===== src/rtl/hfr_pkg.sv =====
package hfr_pkg;
   typedef enum logic [1:0] {
      REG_LEVEL = 2'd0,
      REG_FLAGS = 2'd1,
      REG_IDENT = 2'd2,
      REG_SPARE = 2'd3
   } reg_sel_e;
endpackage


===== src/rtl/hfr_sync.sv =====
module hfr_sync #(
   parameter int W      = 2,
   parameter int STAGES = 2
) (
   input  logic         clk,
   input  logic         rst_n,
   input  logic [W-1:0] d,
   output logic [W-1:0] q
);
   logic [STAGES-1:0][W-1:0] stage_q;

   always_ff @(posedge clk or negedge rst_n) begin
      if (!rst_n) stage_q <= '1;
      else        stage_q <= {stage_q[STAGES-2:0], d};
   end

   assign q = stage_q[STAGES-1];
endmodule


===== src/rtl/hfr_cycle.sv =====
module hfr_cycle (
   input  logic clk,
   input  logic rst_n,
   input  logic cs_s,
   input  logic rd_s,
   output logic start,
   output logic finish,
   output logic busy
);
   logic active;
   logic active_q;

   assign active = ~cs_s & ~rd_s;

   always_ff @(posedge clk or negedge rst_n) begin
      if (!rst_n) active_q <= 1'b0;
      else        active_q <= active;
   end

   assign start  = active & ~active_q;
   assign finish = ~active & active_q;
   assign busy   = active_q;
endmodule


===== src/rtl/hfr_lane.sv =====
module hfr_lane #(
   parameter int DATA_W = 32
) (
   input  logic              narrow,
   input  logic              hi_sel,
   input  logic [DATA_W-1:0] word_i,
   output logic [DATA_W-1:0] word_o
);
   localparam int HALF_W = DATA_W / 2;

   logic [HALF_W-1:0] half;

   assign half   = hi_sel ? word_i[DATA_W-1:HALF_W] : word_i[HALF_W-1:0];
   assign word_o = narrow ? {{HALF_W{1'b0}}, half} : word_i;
endmodule


===== src/rtl/hbus_fifo_rdport.sv =====
module hbus_fifo_rdport
   import hfr_pkg::*;
#(
   parameter int                DATA_W      = 32,
   parameter int                ADDR_W      = 7,
   parameter int                CNT_W       = 8,
   parameter int                SYNC_STAGES = 2,
   parameter logic [DATA_W-1:0] IDENT       = 32'h5A1E_0C3D
) (
   input  logic              clk,
   input  logic              rst_n,
   input  logic              cs_n,
   input  logic              rd_n,
   input  logic [ADDR_W-1:0] addr,
   input  logic              fifo_sel,
   input  logic              narrow_bus,
   input  logic [DATA_W-1:0] fifo_rdata,
   input  logic              fifo_empty,
   input  logic [CNT_W-1:0]  fifo_count,
   output logic              fifo_pop,
   output logic [DATA_W-1:0] dout,
   output logic              doe_lo,
   output logic              doe_hi,
   output logic              underrun
);
   localparam int FLAG_PAD = DATA_W - 2;

   if (SYNC_STAGES < 2) begin : g_bad_sync
      $error("SYNC_STAGES must be at least 2");
   end
   if (DATA_W % 2 != 0 || DATA_W < 4) begin : g_bad_width
      $error("DATA_W must be even and at least 4");
   end
   if (ADDR_W < 3) begin : g_bad_addr
      $error("ADDR_W must cover the half and register select bits");
   end
   if (CNT_W > DATA_W) begin : g_bad_cnt
      $error("CNT_W must fit in a data word");
   end

   logic [1:0]        strb_s;
   logic              cyc_start;
   logic              cyc_finish;
   logic              cyc_busy;
   logic [DATA_W-1:0] reg_word;
   logic [DATA_W-1:0] src_word;
   logic [DATA_W-1:0] lane_word;
   logic [DATA_W-1:0] dout_q;
   logic              pop_plan;
   logic              unused_addr_hi;

   assign unused_addr_hi = ^addr[ADDR_W-1:3];

   hfr_sync #(.W(2), .STAGES(SYNC_STAGES)) u_sync (
      .clk   (clk),
      .rst_n (rst_n),
      .d     ({cs_n, rd_n}),
      .q     (strb_s)
   );

   hfr_cycle u_cycle (
      .clk    (clk),
      .rst_n  (rst_n),
      .cs_s   (strb_s[1]),
      .rd_s   (strb_s[0]),
      .start  (cyc_start),
      .finish (cyc_finish),
      .busy   (cyc_busy)
   );

   always_comb begin
      case (reg_sel_e'(addr[2:1]))
         REG_LEVEL: reg_word = DATA_W'(fifo_count);
         REG_FLAGS: reg_word = {{FLAG_PAD{1'b0}}, underrun, fifo_empty};
         REG_IDENT: reg_word = IDENT;
         default:   reg_word = '0;
      endcase
   end

   assign src_word = fifo_sel ? (fifo_empty ? '0 : fifo_rdata) : reg_word;

   hfr_lane #(.DATA_W(DATA_W)) u_lane (
      .narrow (narrow_bus),
      .hi_sel (addr[0]),
      .word_i (src_word),
      .word_o (lane_word)
   );

   always_ff @(posedge clk or negedge rst_n) begin
      if (!rst_n) begin
         dout_q   <= '0;
         pop_plan <= 1'b0;
         underrun <= 1'b0;
         fifo_pop <= 1'b0;
      end else begin
         fifo_pop <= cyc_finish & pop_plan;
         if (cyc_start) begin
            dout_q   <= lane_word;
            pop_plan <= fifo_sel & ~fifo_empty & (~narrow_bus | addr[0]);
            if (fifo_sel & fifo_empty) underrun <= 1'b1;
         end
      end
   end

   assign dout   = dout_q;
   assign doe_lo = cyc_busy;
   assign doe_hi = cyc_busy & ~narrow_bus;
endmodule


===== config.mk =====
export PLATFORM = sky130hd
export DESIGN_NAME = hbus_fifo_rdport
export DESIGN_NICKNAME = d
export VERILOG_FILES = /design/src/rtl/hfr_pkg.sv /design/src/rtl/hfr_sync.sv /design/src/rtl/hfr_cycle.sv /design/src/rtl/hfr_lane.sv /design/src/rtl/hbus_fifo_rdport.sv
export SDC_FILE = /design/constraint.sdc
export NUM_CORES = 1
export LEC_CHECK = 0
export ABC_AREA = 1
export CAP_MARGIN = 20
export CORE_MARGIN = 3
export CORE_UTILIZATION = 23
export CTS_CLUSTER_SIZE = 28
export DETAILED_ROUTE_END_ITERATION = 8
export HOLD_SLACK_MARGIN = 0.1
export PLACE_DENSITY = 0.58
export SLEW_MARGIN = 20
export SYNTH_ARGS = -nofsm -noshare
export SYNTH_HDL_FRONTEND = slang
export SYNTH_SLANG_ARGS = --single-unit

===== constraint.sdc =====
create_clock -name clk -period 1.6 [get_ports clk]
set_input_delay 0.16 -clock clk [delete_from_list [all_inputs] [get_ports clk]]
set_output_delay 0.16 -clock clk [all_outputs]
set_load 0.02 [all_outputs]

* Word-level counts from Yosys, hierarchy flattened *
Index checks and enable logic that the tools add are counted.

cells by class
  eq/ne operators = 2
  muxes and demuxes = 5
  bitwise logic cells = 15
  reduce and logical (&&, ||, !) cells = 2

operator list
  cell                count
  $mux 32             3
  $pmux 31 s3         1
  $mux 16             1
  $and 1x1->1         8
  $not 1->1           6
  $eq 2x1->1 const B  1
  $eq 2x2->1 const B  1
  $logic_not 2->1     1
  $reduce_and 2->1    1
  $or 1x1->1          1

storage, ports and cells
  flip-flop bits (word level) = 40
  bits of input ports = 54
  output and inout bits = 36
  logic and storage cells = 31

* Longest topological paths before layout *
Gate-level depths: netlist of the first run.

  word-level depth = 5
  gate-level depth with buffers = 8
  depth with buffers taken out = 7

* Hierarchy *
Synthesis of the first run repeated with hierarchy kept, for this count alone.

second synthesis, totals
  cells, all modules = 342
  area total of the unflattened synthesis = 2364.8 µm²

modules (own cells, without submodules)
  module            times used  cells an instance  area each (µm²)  seq. area each (µm²)
  hbus_fifo_rdport  1           240                1745.4           875.8
  hfr_lane          1           88                 442.9            0.0
  hfr_sync          1           6                  120.1            105.1
  hfr_cycle         1           8                  56.3             25.0

* Worst setup path after synthesis of the first run *
OpenSTA, ideal clock, no wires.

  path kind = flip-flop to flip-flop
  start = reg u_sync.stage_q, in the netlist u_sync.q[0]
  end = reg dout_q[0], in the netlist dout[0]
  library setup time = 65 ps
  data arrival time = 1114 ps
  required time = 1535 ps
  setup slack = 421 ps
  stages on the path, launching flop included = 7
  path buffers = 2
  clock period less this slack = 1179 ps
  path through = dfstp_2 > nor2_2 > nand2_1 > buf_2 > buf_2 > nand2_1 > nand2_1

between the ends
  longest elaborated chain between the ends = 3

RTL lines
  item                    RTL line                RTL
  start, declared         hfr_sync.sv:10          logic [STAGES-1:0][W-1:0] stage_q;
  start signal, assigned  hfr_sync.sv:14          else stage_q <= {stage_q[STAGES-2:0], d};
  $not 1->1               hfr_cycle.sv:13         assign active = ~cs_s & ~rd_s;
  $and 1x1->1             hfr_cycle.sv:13
  via u_cycle.active      hfr_cycle.sv:10         logic active;
  $and 1x1->1             hfr_cycle.sv:20         assign start = active & ~active_q;
  end signal, assigned    hbus_fifo_rdport.sv:98  dout_q <= lane_word;
  end, declared           hbus_fifo_rdport.sv:48  logic [DATA_W-1:0] dout_q;

The timed path passes the listed nets, and every way through them passes these cells.
A chain may end at the register's enable or synchronous reset.

* Worst setup path in the final report of the first run *
  start = reg dout_q[4], in the netlist dout[4]
  end = out dout[4]

RTL lines
  item           RTL line                RTL
  end, declared  hbus_fifo_rdport.sv:21  output logic [DATA_W-1:0] dout,

No word-level cell between the ends.

==> impl_metrics.yaml, run 1 <==
outcome:
  outcome: "finished clean"
floorplanning:
  ios: 90
  die_x_um: 99.2
  start_util_pct: 24.0
  die_h_um: 99.2
  core_um2: 8340
  dieArea_um2: 9840
  fp-row-count: 33
sta:
  tightest_slew_ps: 349
  min_period_ps: 1450
  slew_violations: 0
  slew_headroom_pct: 76.7
  fmax_ghz: 0.691
  setup_tns_ps: 0
  fin_crit_sh_pct: 90.5
  hold_viol: 0
  holdWs_ps: 274
  fin_worst_skew_ps: 7.52
  rsz0062_at_grt: "no"
  setup_viol: 0
clock_network:
  cts_max_level: 2
  clockRootBuffer: "clkbuf_8"
  clk_latency_ps: 290
  cts_buffers: 5
  path_clk_slew_ps: 80
  clock_sinks: 40
  cts_tree: "done"
  clock_path_buffers: 2
worst_setup_path:
  cp.arrival_ps: 1290
  criticalPathCategory: "reg2out"
  r2r_end: "dout[12]$_DFFE_PN0P_"
  cp_top_family: "buffers and inverters"
  crit_fanout: 2
  worstSetupStartpointType: "flip-flop"
  rrSetupSlack_ps: 260
  worstPathRequired_ps: 1440
  r2r_cells: 6
  critPathMaxStageDelay_ps: 610
  cp_cell_sequence: "clkdlybuf4s50_1"
  critPathBufInv: 1
  cp-end-kind: "output port"
  crit_slowest_cell: "clkdlybuf4s50_1"
  r2r_start: "u_sync.q[0]$_DFF_PN1_"
drt:
  vias: 2023
  wl_per_cell_um: 13.7
  drc: 0
  wl_um: 6210
  firstDrtPassIters: 4
  drtIter0Drc: 77
  viasPerCell: 4.47
  ant_nets: 0
synthesis:
  synth.net_count: 309
  synth_area_leaders: "dfrtp_1, nand2_1, nand3_1, dfstp_2, o21ai_0"
  ys_warn_count: 0
  synth_area_um2: 2000
  ys_ff_latch: 40
  yosys.area.top_type: "dfrtp_1"
  syn_inst: 255
  ys_seq_area_share_pct: 50.3
  yosys.area.top_type_share_pct: 45.1
  synth_cell_types: 24
  avgSynthCellArea_um2: 7.84
cells_and_area:
  num-fill-cells: 886
  utilization_pct: 37.3
  regArea_um2: 1010
  drive_gt1_share_pct: 8.91
  area_delta_synth_final_pct: 55.7
  nNetsFinal: 401
  n_antenna_cell: 0
  multi_input_area_um2: 843
power_and_ir_drop:
  p_clk_share_pct: 31.6
  combPwrFrac_pct: 26.1
  leakagePower_nw: 1.52
  ir_worst_vdd_v: 0.000310
  pwr-share-seq_pct: 42.3
  p_switching_w: 0.000786
  swShare_pct: 28.5
  p_int_w: 0.00198
  power.density_nw_per_um2: 888
grt:
  grt_pass1_wl_um: 10300
  grt_pass1_vias: 2063
  grt_max_degree: 41
  antenna_found_initial: 0
  grtUsageTotal_pct: 13.2
  grt.overflow.total: 0
job:
  cap_violations: 0
placed_design:
  routabilityCongestion: 0.723
  port_buffers: 85
  dp_hpwl_um: 4660
worst_hold_path:
  hold_depth: 1
  holdCritPathClass: "in2reg"
  holdPathEnd: "u_sync.stage_q[1]$_DFF_PN1_"
  hp-start: "cs_n"
-- logic make-up (layout without fill, tap and decap cells) --
| family | count (synthesis) | count (layout) | share of synthesized area (%) |
|---|---|---|---|
| buffers and inverters | 26 | 119 | 7.45 |
| DFF | 40 | 40 | 50.3 |
| AOI/OAI and AO/OA | 19 | 19 | 4.88 |
| and+or+nand+nor | 170 | 170 | 37.3 |
-- cell usage after synthesis, drive strengths merged --
library cell	instances
o21ai	14
buf	10
nor2	5
o31ai	1
dfrtp	36
dfstp	4
nor3	1
nand3	46
nand2	117
clkbuf	2
inv	13
a21oi	4
nand3b	1
clkinv	1
-- metal layers --
layer	GRT usage [%]	routed length, um	vias up
li1	-	-	996
met1	17.8	2820	961
met2	21.5	3010	64
met3	3.16	360	2
met4	2.63	17	0
met5	0	0	-
-- per-stage QoR --
step / area [um^2] / instances / power, W / worst slack (ps)
global route: 3110 / 453 / 0.00291 / 60.6
finish: 3110 / 453 / 0.00276 / 152
global placement: 2980 / 444 / 0.00191 / 91.0
CTS: 3110 / 453 / 0.00281 / 22.8
floorplan: 2000 / 255 / 0.00150 / 421
detailed placement: 2980 / 444 / 0.00192 / 72.5
-- what timing repair did --
item,4_1_cts,5_1_grt
hold buffers,1,0
endpoints found under the setup margin,0,1
setup buffers,0,0
endpoints found under the hold margin,40,0
resized for setup,0,1
-- state kept, by name, indices dropped and copies added (netlist names) --
signal	cells
u_sync.q	2
u_cycle.busy	1
dout	32
fifo_pop	1
pop_plan	1
u_sync.stage_q	2
underrun	1
-- cells in the final DEF, fill, tap and decap left out --
master	netlist	routed
nand3_1	46	46
buf_4	3	10
inv_1	11	11
nand2_4	1	1
nand3b_1	1	1
clkinv_4	0	1
inv_4	1	1
clkbuf_8	0	6
buf_12	0	1
nor2_2	1	1
inv_2	1	1
nand2_2	1	1
dfrtp_1	36	36
o31ai_1	1	1
nand2_1	115	115
dlymetal6s2s_1	0	1
bufinv_16	0	1
o21ai_1	3	3
clkdlybuf4s50_1	0	83
nor2_8	2	2
clkinv_1	1	1
buf_2	3	1
nor3_1	1	1
dlygate4sd3_1	0	1
a21oi_1	4	4
o21ai_0	11	11
dfstp_2	4	4
nor2_1	2	2
-- power by group through the flow --
| stage | Clock (W) | Sequential (W) | Combinational (W) |
|---|---|---|---|
| final | 0.000873 | 0.00117 | 0.000720 |
| after CTS | 0.000907 | 0.00117 | 0.000733 |
| after global placement | 0 | 0.00119 | 0.000724 |
| after global routing | 0.000944 | 0.00118 | 0.000786 |
| after floorplan | 0 | 0.00129 | 0.000213 |
| after detailed placement | 0 | 0.00119 | 0.000729 |
-- layout make-up --
cell class | count | share of cell area (%)
clock buffers | 6 | 2.65
multi-input cells | 189 | 27.1
repair buffers | 97 | 30.7
inverters | 14 | 1.77
clock inverters | 2 | 1.25
flip-flops and latches | 40 | 32.3
well taps | 105 | 4.22
-- worst max path at each step --
stage	from	end	cells past startpoint
floorplan	u_sync.q[0]$_DFF_PN1_	dout[0]$_DFFE_PN0P_	6
global placement	narrow_bus	doe_hi	3
detailed placement	fifo_sel	dout[11]$_DFFE_PN0P_	8
CTS	u_cycle.busy$_DFF_PN0_	doe_hi	3
global route	u_sync.q[0]$_DFF_PN1_	dout[23]$_DFFE_PN0P_	5
finish	dout[4]$_DFFE_PN0P_	dout[4]	1
(Power assumes the default switching activity.)
==> run 2, diff against run 1 <==
--- a/config.mk
+++ b/config.mk
@@ -9,6 +9,7 @@
 export CAP_MARGIN = 20
 export CORE_MARGIN = 3
 export CORE_UTILIZATION = 23
+export CTS_CLUSTER_DIAMETER = 60
 export CTS_CLUSTER_SIZE = 28
 export DETAILED_ROUTE_END_ITERATION = 8
 export HOLD_SLACK_MARGIN = 0.1
@@ -17,3 +18,4 @@
 export SYNTH_ARGS = -nofsm -noshare
 export SYNTH_HDL_FRONTEND = slang
 export SYNTH_SLANG_ARGS = --single-unit
+export TNS_END_PERCENT = 50
==> results of run 2 <==
Same layout as run 1: the final DEF is identical, and so are final timing and power.
==> run 3, diff against run 2 <==
--- a/config.mk
+++ b/config.mk
@@ -14,6 +14,7 @@
 export DETAILED_ROUTE_END_ITERATION = 8
 export HOLD_SLACK_MARGIN = 0.1
 export PLACE_DENSITY = 0.58
+export SKIP_LAST_GASP = 1
 export SLEW_MARGIN = 20
 export SYNTH_ARGS = -nofsm -noshare
 export SYNTH_HDL_FRONTEND = slang
==> results of run 3 <==
Same layout as run 1: the final DEF is identical, and so are final timing and power.
